`src/rtl/shiftPkg.sv`:
```
package shiftPkg;
  // Build-time choice of shift direction
  typedef enum logic [1:0] {
    DIR_LEFT  = 2'd0,
    DIR_RIGHT = 2'd1,
    DIR_PIN   = 2'd2
  } shiftDir_e;

  // Strobes from the control to the datapath
  typedef struct packed {
    logic shiftRight;
    logic capture;
  } shiftCtl_t;
endpackage

```
`src/rtl/shiftCtl.sv`:
```
module shiftCtl #(
  parameter shiftPkg::shiftDir_e DIR_MODE = shiftPkg::DIR_PIN
) (
  input  logic                direction,
  input  logic                enable,
  output shiftPkg::shiftCtl_t ctl
);
  logic wantRight;

  generate
    if (DIR_MODE == shiftPkg::DIR_LEFT) begin : g_left
      assign wantRight = 1'b0;
    end else if (DIR_MODE == shiftPkg::DIR_RIGHT) begin : g_right
      assign wantRight = 1'b1;
    end else begin : g_pin
      assign wantRight = direction;  // 0 = toward MSB, 1 = toward LSB
    end
  endgenerate

  assign ctl.shiftRight = wantRight;
  assign ctl.capture    = enable;
endmodule

```
`src/rtl/shiftCore.sv`:
```
module shiftCore #(
  parameter int DATA_W      = 16,
  parameter int DIST_W      = DATA_W,
  parameter bit SIGNED_DATA = 1'b1,
  parameter bit PIPELINE    = 1'b1
) (
  input  logic                clk,
  input  logic                clrAsync,
  input  shiftPkg::shiftCtl_t ctl,
  input  logic [DATA_W-1:0]   dataIn,
  input  logic [DIST_W-1:0]   distance,
  output logic [DATA_W-1:0]   result
);
  localparam int STAGES = $clog2(DATA_W);
  localparam int USED   = (DIST_W < STAGES) ? DIST_W : STAGES;
  localparam int WIDE   = DIST_W + 32;

  logic                fillBit;
  logic                overflow;
  logic [DATA_W-1:0]   stage [USED+1];
  logic [DATA_W-1:0]   shifted;

  assign fillBit  = SIGNED_DATA & dataIn[DATA_W-1];
  assign overflow = WIDE'(distance) >= WIDE'(DATA_W);
  assign stage[0] = dataIn;

  // One stage per distance bit, each moving by a power of two
  generate
    for (genvar k = 0; k < USED; k++) begin : g_stage
      localparam int SH = 1 << k;
      assign stage[k+1] = !distance[k] ? stage[k] :
                          (ctl.shiftRight ? {{SH{fillBit}}, stage[k][DATA_W-1:SH]}
                                          : {stage[k][DATA_W-1-SH:0], {SH{1'b0}}});
    end
  endgenerate

  assign shifted = overflow ? (ctl.shiftRight ? {DATA_W{fillBit}} : '0) : stage[USED];

  generate
    if (PIPELINE) begin : g_reg
      always_ff @(posedge clk or posedge clrAsync) begin
        if (clrAsync)         result <= '0;
        else if (ctl.capture) result <= shifted;
      end

      AST_CAPTURE: assert property (@(posedge clk) disable iff (clrAsync)
        ctl.capture |=> result == $past(shifted));
      AST_HOLD: assert property (@(posedge clk) disable iff (clrAsync)
        !ctl.capture |=> $stable(result));
    end else begin : g_comb
      assign result = shifted;
    end
  endgenerate

  AST_SIGN_FILL: assert property (@(posedge clk) disable iff (clrAsync)
    (ctl.shiftRight && SIGNED_DATA) |-> shifted[DATA_W-1] == dataIn[DATA_W-1]);
  AST_LEFT_ZERO_LSB: assert property (@(posedge clk) disable iff (clrAsync)
    (!ctl.shiftRight && distance != '0) |-> !shifted[0]);
  AST_LEFT_SATURATE: assert property (@(posedge clk) disable iff (clrAsync)
    (!ctl.shiftRight && WIDE'(distance) >= WIDE'(DATA_W)) |-> shifted == '0);
  AST_ZERO_DIST: assert property (@(posedge clk) disable iff (clrAsync)
    (distance == '0) |-> shifted == dataIn);
endmodule

```
`src/rtl/arithShifter.sv`:
```
module arithShifter #(
  parameter int                  DATA_W      = 16,
  parameter int                  DIST_W      = DATA_W,
  parameter bit                  SIGNED_DATA = 1'b1,
  parameter bit                  PIPELINE    = 1'b1,
  parameter shiftPkg::shiftDir_e DIR_MODE    = shiftPkg::DIR_PIN
) (
  input  logic              clk,
  input  logic              clrAsync,
  input  logic              enable,
  input  logic              direction,
  input  logic [DATA_W-1:0] dataIn,
  input  logic [DIST_W-1:0] distance,
  output logic [DATA_W-1:0] result
);
  shiftPkg::shiftCtl_t ctl;

  shiftCtl #(
    .DIR_MODE(DIR_MODE)
  ) u_ctl (
    .direction(direction),
    .enable   (enable),
    .ctl      (ctl)
  );

  shiftCore #(
    .DATA_W     (DATA_W),
    .DIST_W     (DIST_W),
    .SIGNED_DATA(SIGNED_DATA),
    .PIPELINE   (PIPELINE)
  ) u_core (
    .clk     (clk),
    .clrAsync(clrAsync),
    .ctl     (ctl),
    .dataIn  (dataIn),
    .distance(distance),
    .result  (result)
  );
endmodule

```
`config.mk`:
```
export PLATFORM = sky130hd
export DESIGN_NAME = arithShifter
export DESIGN_NICKNAME = d
export VERILOG_FILES = /design/src/rtl/shiftPkg.sv /design/src/rtl/shiftCtl.sv /design/src/rtl/shiftCore.sv /design/src/rtl/arithShifter.sv
export SDC_FILE = /design/constraint.sdc
export NUM_CORES = 1
export LEC_CHECK = 0
export ABC_AREA = 1
export BUFFER_PORTS_ARGS = -buffer_cell sky130_fd_sc_hd__buf_2
export CAP_MARGIN = 10
export CELL_PAD_IN_SITES_DETAIL_PLACEMENT = 1
export CELL_PAD_IN_SITES_GLOBAL_PLACEMENT = 1
export CORE_ASPECT_RATIO = 1.75
export CORE_MARGIN = 1
export CORE_UTILIZATION = 38
export DETAILED_ROUTE_END_ITERATION = 8
export PLACE_DENSITY = 0.95
export SYNTH_ARGS = -nofsm -noshare
export SYNTH_HDL_FRONTEND = slang
export SYNTH_SLANG_ARGS = --single-unit
```
`constraint.sdc`:
```
create_clock -name clk -period 1.5 [get_ports clk]
set_input_delay 0.225 -clock clk [delete_from_list [all_inputs] [get_ports clk]]
set_output_delay 0.225 -clock clk [all_outputs]
set_load 0.05 [all_outputs]
```
==> impl_metrics.yaml, run 1 <==
global_routing:
  grt_overflow_total: 0
  grt_max_degree: 17
  grt_antenna_before_repair: 0
  grt_pass1_vias: 2645
  grtUsageTotal_pct: 27.24
  grt_pass1_wl_um: 11770
cells_and_area:
  final_nets: 450
  final_area_sq_mm: 0.002592
  final_layout_size_suffix_gt1_share_pct: 30.99
  largest_reg_flops: 16
  instances_no_fill: 467
  syn_to_final_growth_pct: 33.85
  regMostFlops: "u_core.result"
  fillers: 712
  diodes: 0
  reg_top3: "u_core.result (16)"
cts:
  numCtsBuffers: 3
  cts_max_level: 1
  clock_tree.buffer_depth: 2
  cts_root_buf: "clkbuf_8"
  hold_buffers: 0
  clk_pin_slew_ns: 0.07
  clock_sink_count: 16
  cts_tree: "built"
  clkLatencyLatePin_ns: 0.26
worst_setup_path:
  crit_fanout: 13
  r2r_start: "u_core.result[0]"
  crit_type: "primary input to flip-flop"
  startpoint_type: "primary input"
  cp.arrival_ns: 1.63
  worstReg2RegEnd: "u_core.result[0]"
  required_ns: 1.67
  reg2reg_slack_ns: 0.72
  end_kind: "flip-flop"
  reg2reg_depth: 2
drt:
  postRouteAntennaNets: 0
  first_pass_iters: 4
  wire_per_inst_um: 16.85
  route.vias.total: 2616
  avgViaCountPerCell: 5.602
  routed_wl_um: 7868
  route.detailed.drc: 0
  drt-initial-drc-count: 79
logic_synthesis:
  synth_top_cells_by_count: "158 x nand2_1, 64 x nand3_1, 24 x nor2_1"
  yosys-top-cells-area: "nand2_1 31%, dfrtp_1 21%, nand3_1 17%"
  yosysWarnings: 0
  yosysSeqAreaShare_pct: 20.67
  syn_inst: 348
  synth.most_common_cell: "nand2_1"
  ys_seq_elements: 16
  syn_area_sq_mm: 0.001937
  yosysUniqueCellTypes: 25
  syn_area_per_cell_sq_um: 5.566
  ys.flop_type: "dfrtp_1"
  synth_top_area_cell: "nand2_1"
  synthesis.nets: 384
  synth-edff-count: 0
  synth_top_cell_area_share_pct: 30.62
  async_flop_share_pct: 100.0
run_status:
  status: "finished clean"
sta:
  worst_hold_slack_ns: 0.008500
  fin_ws_ns: 0.04033
  rsz0062_at_grt: "yes"
  relSlewSlack_pct: 62.53
  clock_skew_ns: 0
  drv_slew: 0
  fmax_mhz: 685.1
  setup_viol: 0
  hold_viol_final: 0
  final.min_clock_period_ns: 1.460
  worstMarginPinSlew_ns: 0.5614
  period_share_pct: 97.31
power_and_ir_drop:
  ir_drop_mv: 0.6895
  powerDensity_mw_per_mm2: 668.3
  p_leak_nw: 1.394
  power_mw: 1.732
die:
  start_util_pct: 39.25
  die-area_sq_mm: 0.005398
  num_io_pins: 52
  rows: 34
  chipWidth_um: 55.97
  dieHeight_um: 96.45
  core_sq_mm: 0.004935
place:
  io_buffers: 51
  place.gp.congestion: 0.8914
  placed_area_sq_mm: 0.002364
  pre_cts_ws_ns: -0.1877
  dp_hpwl_um: 5585
  place_inst: 460
hold_path:
  hold_class: "primary input to asynchronous set/reset pin"
run:
  maxCapViolCount: 0
cells by family after synthesis:
family / count (synthesis) / synth area share (%)
compound gates: 26 / 7.623
buf+inv: 38 / 11.30
flops: 16 / 20.67
simple gates: 268 / 60.40
worst max-delay path, cell delays in order:
cell	delay (ns)
clkbuf_4	0.18
inv_8	0.07
nor2_4	0.18
nand2_1	0.12
nand3_2	0.10
nand2_1	0.08
nand3_2	0.08
nand2_1	0.06
nand2_1	0.08
nand2_1	0.08
nand2_1	0.08
nand2_1	0.07
a21oi_2	0.21
routing by layer:
layer	part of all wire [%]	up-vias	global-route usage [%]
li1	-	1261	-
met1	33	1237	24.78
met2	60	86	58.04
met3	2.4	32	1.731
met4	4.9	0	14.63
met5	0	-	0
timing repair:
| item | in CTS | in global routing |
|---|---|---|
| endpoints found under the setup margin | 2 | 16 |
| pin swaps | 0 | 5 |
| setup buffers | 0 | 2 |
| endpoints found under the hold margin | 0 | 0 |
| gates cloned | 0 | 1 |
| gates resized for setup | 3 | 39 |
per-stage QoR:
stage	TNS (ns)	util (%)
after floorplan	0	-
after global placement	-1.210	47.90
after detailed placement	-2.410	47.90
after CTS	-0.006930	49.21
after global routing	-0.1174	52.54
final	0	52.54
cells in the final DEF (no fill, tap or decap), types with 2 or more instances in the layout:
master | synthesis | final
a21oi_1 | 17 | 14
a21oi_2 | 2 | 5
buf_12 | 1 | 4
buf_2 | 7 | 50
buf_4 | 5 | 22
buf_6 | 4 | 2
clkbuf_8 | 0 | 4
dfrtp_1 | 16 | 16
inv_1 | 15 | 15
nand2_1 | 158 | 150
nand2_2 | 1 | 8
nand3_1 | 64 | 52
nand3_2 | 8 | 19
nand4_1 | 8 | 8
nor2_1 | 24 | 24
nor2_2 | 3 | 2
o21ai_1 | 3 | 3
power by group:
group	total [mW]	leakage (nW)	internal, mW	switching [mW]
logic	0.853	1.17	0.275	0.578
registers	0.491	0.191	0.471	0.0203
clock network	0.388	0.0288	0.233	0.155
worst max-delay path by stage:
stage           startpoint          endpoint  slack, ns  cells past startpoint
6_report       distance[0]  u_core.result[0]       0.04                     13
5_1_grt          direction  u_core.result[6]      -0.05                     14
4_1_cts          direction  u_core.result[0]     -0.007                     13
3_5_place_dp     direction  u_core.result[3]      -0.19                     13
3_3_place_gp     direction  u_core.result[3]      -0.13                     13
2_1_floorplan  distance[6]  u_core.result[0]       0.18                      6
final cells by class:
type,instances,area [sq um],area share [%]
tap,54,67.56,2.606
inverter,18,90.09,3.475
sequential,16,400.4,15.44
clock buffer,4,55.05,2.124
multi-input combinational,294,1431,55.21
timing repair buffer,80,540.5,20.85
timing repair inverter,1,7.507,0.2896
No activity file was read; power rests on OpenSTA's default activity.
==> run 2, diff against run 1 <==
--- a/config.mk
+++ b/config.mk
@@ -12,9 +12,9 @@
 export CELL_PAD_IN_SITES_GLOBAL_PLACEMENT = 1
 export CORE_ASPECT_RATIO = 1.75
 export CORE_MARGIN = 1
-export CORE_UTILIZATION = 38
+export CORE_UTILIZATION = 34
 export DETAILED_ROUTE_END_ITERATION = 8
-export PLACE_DENSITY = 0.95
+export PLACE_DENSITY = 0.89
 export SYNTH_ARGS = -nofsm -noshare
 export SYNTH_HDL_FRONTEND = slang
 export SYNTH_SLANG_ARGS = --single-unit
==> impl_metrics.yaml, run 2 (synthesis results as in run 1) <==
drt:
  wire_per_inst_um: 13.85
  route.detailed.drc: 0
  routed_wl_um: 6719
  postRouteAntennaNets: 0
  first_pass_iters: 4
  avgViaCountPerCell: 5.252
  drt-initial-drc-count: 76
  route.vias.total: 2547
worst_setup_path:
  end_kind: "flip-flop"
  cp_slowest_cell: "clkbuf_4"
  cpPeakStageDelay_ns: 0.17
  reg2reg_slack_ns: 0.76
  r2r_start: "u_core.result[12]"
  required_ns: 1.66
  worst-path-buf-inv: 2
  startpoint: "distance[0]"
  path_cells: "clkbuf_4, inv_6, nor2_4, nand2_1, nand3_1, nand2_1, nand3_1, nand2_1, nand2_1, nand2_1, nand2_1, nand2_1, a21oi_1"
  crit_fanout: 14
  startpoint_type: "primary input"
  cp.arrival_ns: 1.52
  path_delay_family: "simple AND/OR/NAND/NOR gates"
  path_common_cell: "nand2_1"
  crit_type: "primary input to flip-flop"
global_routing:
  grt_antenna_before_repair: 0
  grt_overflow_total: 0
  grtUsageTotal_pct: 23.91
  grt_pass1_vias: 2548
  grt_pass1_wl_um: 11310
  grt_max_degree: 17
cells_and_area:
  final_nets: 447
  diodes: 0
  layout_common_cells: "157 x nand2_1, 61 x nand3_1, 49 x buf_2"
  final_area_sq_mm: 0.002469
  syn_to_final_growth_pct: 27.45
  fillers: 821
  instances_no_fill: 485
  reg_top3: "u_core.result (16)"
  largest_reg_flops: 16
  final_layout_size_suffix_gt1_share_pct: 25.43
  final_common_cell: "nand2_1"
  regMostFlops: "u_core.result"
power_and_ir_drop:
  p_leak_nw: 1.317
  ir_drop_mv: 0.2425
  powerDensity_mw_per_mm2: 640.7
cts:
  clk_pin_slew_ns: 0.05
  cts_max_level: 1
  clkLatencyLatePin_ns: 0.24
  clock_tree.buffer_depth: 2
  clock_sink_count: 16
  cts_root_buf: "clkbuf_8"
  cts_tree: "built"
  numCtsBuffers: 3
place:
  place.gp.congestion: 0.9926
  dp_hpwl_um: 5758
  place_inst: 482
  io_buffers: 51
  placed_area_sq_mm: 0.002379
die:
  chipWidth_um: 59.06
  start_util_pct: 34.96
  core_sq_mm: 0.005540
  num_io_pins: 52
  dieHeight_um: 101.8
  rows: 36
  die-area_sq_mm: 0.006014
sta:
  final.min_clock_period_ns: 1.360
  rsz0062_at_grt: "no"
  worstMarginPinSlew_ns: 0.5675
  setup_viol: 0
  worst_hold_slack_ns: 0.03261
  drv_slew: 0
  period_share_pct: 90.69
  clock_skew_ns: 0
  relSlewSlack_pct: 62.13
  fmax_mhz: 735.1
  fin_setup_tns_ns: 0
  hold_viol_final: 0
run_status:
  status: "finished clean"
run:
  maxCapViolCount: 0
hold_path:
  hold_class: "primary input to asynchronous set/reset pin"
-- run 2: cell count changes in the layout (fill, tap and decap cells not counted), moves of 3 or more --
| cell | before | now |
|---|---|---|
| nand3_2 | 19 | 11 |
| a21oi_1 | 14 | 17 |
| a21oi_2 | 5 | 2 |
| nand3_1 | 52 | 61 |
| nand2_2 | 8 | 2 |
| nand2_1 | 150 | 157 |
-- run 2: path summary, 6_finish.rpt --
path	to	cells after the start
min in group clk	u_core.result[9]	3
max	u_core.result[4]	13
max reg2reg	u_core.result[12]	2
min reg2reg	u_core.result[7]	2
min	u_core.result[9]	2
max in group asynchronous	u_core.result[6]	2
-- run 2: final cells by class --
cell class	instances	area (sq um)	area share, %
inverters	18	80.08	3.244
clock buffers	3	41.29	1.673
well taps	76	95.09	3.852
multi-input cells	294	1340	54.28
repair buffers	78	511.7	20.73
flip-flops and latches	16	400.4	16.22
-- run 2: routing by layer --
layer | part of all wire [%] | GRT usage, %
met5 | 0 | 0
met2 | 58 | 47.90
met1 | 36 | 23.10
met3 | 2.6 | 1.772
met4 | 4.0 | 12.45
-- run 2: timing repair --
action	in CTS	in global routing
setup endpoints to repair	0	16
gates resized for setup	0	16
buffers inserted	0	0
hold buffers	0	0
-- run 2: per-stage QoR --
step / power (mW) / worst slack [ns] / utilization, %
2_1_floorplan: 1.029 / 0.1755 / -
3_3_place_gp: 1.239 / -0.1312 / 42.93
3_5_place_dp: 1.267 / -0.1862 / 42.93
4_1_cts: 1.571 / 0.04516 / 43.68
5_1_grt: 1.680 / 0.002700 / 44.56
6_report: 1.582 / 0.1397 / 44.56
-- run 2: report_power, final --
| part | leakage [nW] | internal (mW) | switching [mW] |
|---|---|---|---|
| clock network | 0.0216 | 0.178 | 0.124 |
| registers | 0.191 | 0.472 | 0.0188 |
| logic | 1.10 | 0.255 | 0.535 |
==> run 3, diff against run 2 <==
--- a/config.mk
+++ b/config.mk
@@ -12,9 +12,11 @@
 export CELL_PAD_IN_SITES_GLOBAL_PLACEMENT = 1
 export CORE_ASPECT_RATIO = 1.75
 export CORE_MARGIN = 1
-export CORE_UTILIZATION = 34
+export CORE_UTILIZATION = 31
 export DETAILED_ROUTE_END_ITERATION = 8
-export PLACE_DENSITY = 0.89
+export MAX_ROUTING_LAYER = met4
+export PLACE_DENSITY = 0.83
+export RECOVER_POWER = 25
 export SYNTH_ARGS = -nofsm -noshare
 export SYNTH_HDL_FRONTEND = slang
 export SYNTH_SLANG_ARGS = --single-unit
==> impl_metrics.yaml, run 3 (synthesis results as in run 1) <==
run:
  maxCapViolCount: 0
die:
  rows: 37
  num_io_pins: 52
  core_sq_mm: 0.005972
  chipWidth_um: 61.75
  die-area_sq_mm: 0.006580
  start_util_pct: 32.43
  dieHeight_um: 106.6
worst_setup_path:
  cpPeakStageDelay_ns: 0.15
  path_common_cell: "nand2_1"
  crit_fanout: 17
  required_ns: 1.67
  end_kind: "flip-flop"
  reg2reg_depth: 2
  crit_type: "primary input to flip-flop"
  path_cells: "buf_2, buf_12, inv_6, nand2_2, nor3_1, nor2_1, nand2_1, nand2_1, nand2_1, nand2_1, nand2_1, nand3_1, a21oi_1"
  cp.arrival_ns: 1.54
  startpoint_type: "primary input"
  cp_slowest_cell: "buf_12"
hold_path:
  hold_class: "primary input to asynchronous set/reset pin"
drt:
  routed_wl_um: 6172
  postRouteAntennaNets: 0
  route.detailed.drc: 0
  route.vias.total: 2507
  first_pass_iters: 4
  wire_per_inst_um: 12.65
  drt-initial-drc-count: 47
  avgViaCountPerCell: 5.137
run_status:
  status: "finished clean"
power_and_ir_drop:
  powerDensity_mw_per_mm2: 660.2
  p_seq_share_pct: 30.2
  switching_share_pct: 41.43
  clkPwrFrac_pct: 22.5
  pwr-share-comb_pct: 47.3
  intPower_uw: 950.7
  ir_drop_mv: 0.1983
  p_leak_nw: 1.311
  power.switching_uw: 672.5
cts:
  cts_max_level: 1
  clkLatencyLatePin_ns: 0.24
  hold_buffers: 0
  clock_tree.buffer_depth: 2
  cts_root_buf: "clkbuf_8"
  clock_sink_count: 16
  cts_setup_buffers: 0
  cts_resized: 0
  cts_tree: "built"
  clk_pin_slew_ns: 0.06
  numCtsBuffers: 3
sta:
  final.min_clock_period_ns: 1.367
  fmax_mhz: 731.5
  clock_skew_ns: 0
  drv_slew: 0
  period_share_pct: 91.13
  worstMarginPinSlew_ns: 0.5666
  fin_ws_ns: 0.1330
  fin_setup_tns_ns: 0
  setup_viol: 0
  relSlewSlack_pct: 62.19
  worst_hold_slack_ns: 0.02547
  hold_viol_final: 0
cells_and_area:
  final_nets: 447
  diodes: 0
  final_layout_size_suffix_gt1_share_pct: 26.10
  final_common_cell: "nand2_1"
  fillers: 863
  layout_common_cells: "156 x nand2_1, 61 x nand3_1, 51 x buf_2"
  largest_reg_flops: 16
  regMostFlops: "u_core.result"
  instances_no_fill: 488
  reg_top3: "u_core.result (16)"
  syn_to_final_growth_pct: 26.94
global_routing:
  grt_overflow_total: 0
  grt_pass1_vias: 2435
  grt_max_degree: 18
  grtUsageTotal_pct: 20.77
  grt_pass1_wl_um: 10400
  grt_antenna_before_repair: 0
place:
  place_inst: 483
  dp_hpwl_um: 5318
  pre_cts_ws_ns: -0.1758
  io_buffers: 51
  place.gp.congestion: 0.9233
## run 3: path summary, 6_finish.rpt
path                       slack [ns]              start           endpoint
max                              0.13          direction  u_core.result[14]
min                              0.03           clrAsync  u_core.result[11]
max reg2reg                      0.85  u_core.result[14]  u_core.result[14]
min reg2reg                      0.51   u_core.result[7]   u_core.result[7]
max in group asynchronous        1.10           clrAsync  u_core.result[13]
min in group clk                 0.35        distance[3]   u_core.result[8]
## run 3: worst max-delay path, delay by kind of cell
family                 cells  cell delay [ns]
AND/OR/NAND/NOR            9             0.81
buffers and inverters      3             0.37
AO/OA/AOI/OAI              1             0.12
## run 3: power groups by stage
stage          clock network (mW)  logic (mW)  registers [mW]
6_report                    0.365       0.768           0.490
5_1_grt                     0.397       0.853           0.495
4_1_cts                     0.374       0.759           0.491
2_1_floorplan                   0       0.388           0.641
3_3_place_gp                    0       0.736           0.497
3_5_place_dp                    0       0.756           0.498
## run 3: layout make-up
type	instances	area [sq um]	share of cell area [%]
Clock buffer	4	55.05	2.239
Inverter	18	77.57	3.155
Multi-Input combinational cell	294	1345	54.71
Sequential cell	16	400.4	16.28
Tap cell	78	97.59	3.969
Timing Repair Buffer	77	475.5	19.34
Timing Repair inverter	1	7.507	0.3053
## run 3: stage by stage
stage | util [%] | instance area (sq um) | power [mW]
4_1_cts | 40.46 | 2416 | 1.625
2_1_floorplan | - | 1937 | 1.029
3_3_place_gp | 39.53 | 2361 | 1.233
5_1_grt | 41.17 | 2459 | 1.746
6_report | 41.17 | 2459 | 1.623
3_5_place_dp | 39.53 | 2361 | 1.255
## run 3: per-layer routing
layer	up-vias	global-route usage [%]	wire [um]
met5	-	-	0
met4	0	8.889	208
met3	15	0.8516	130
met2	52	38.86	3541
met1	1187	20.99	2293
li1	1253	-	-
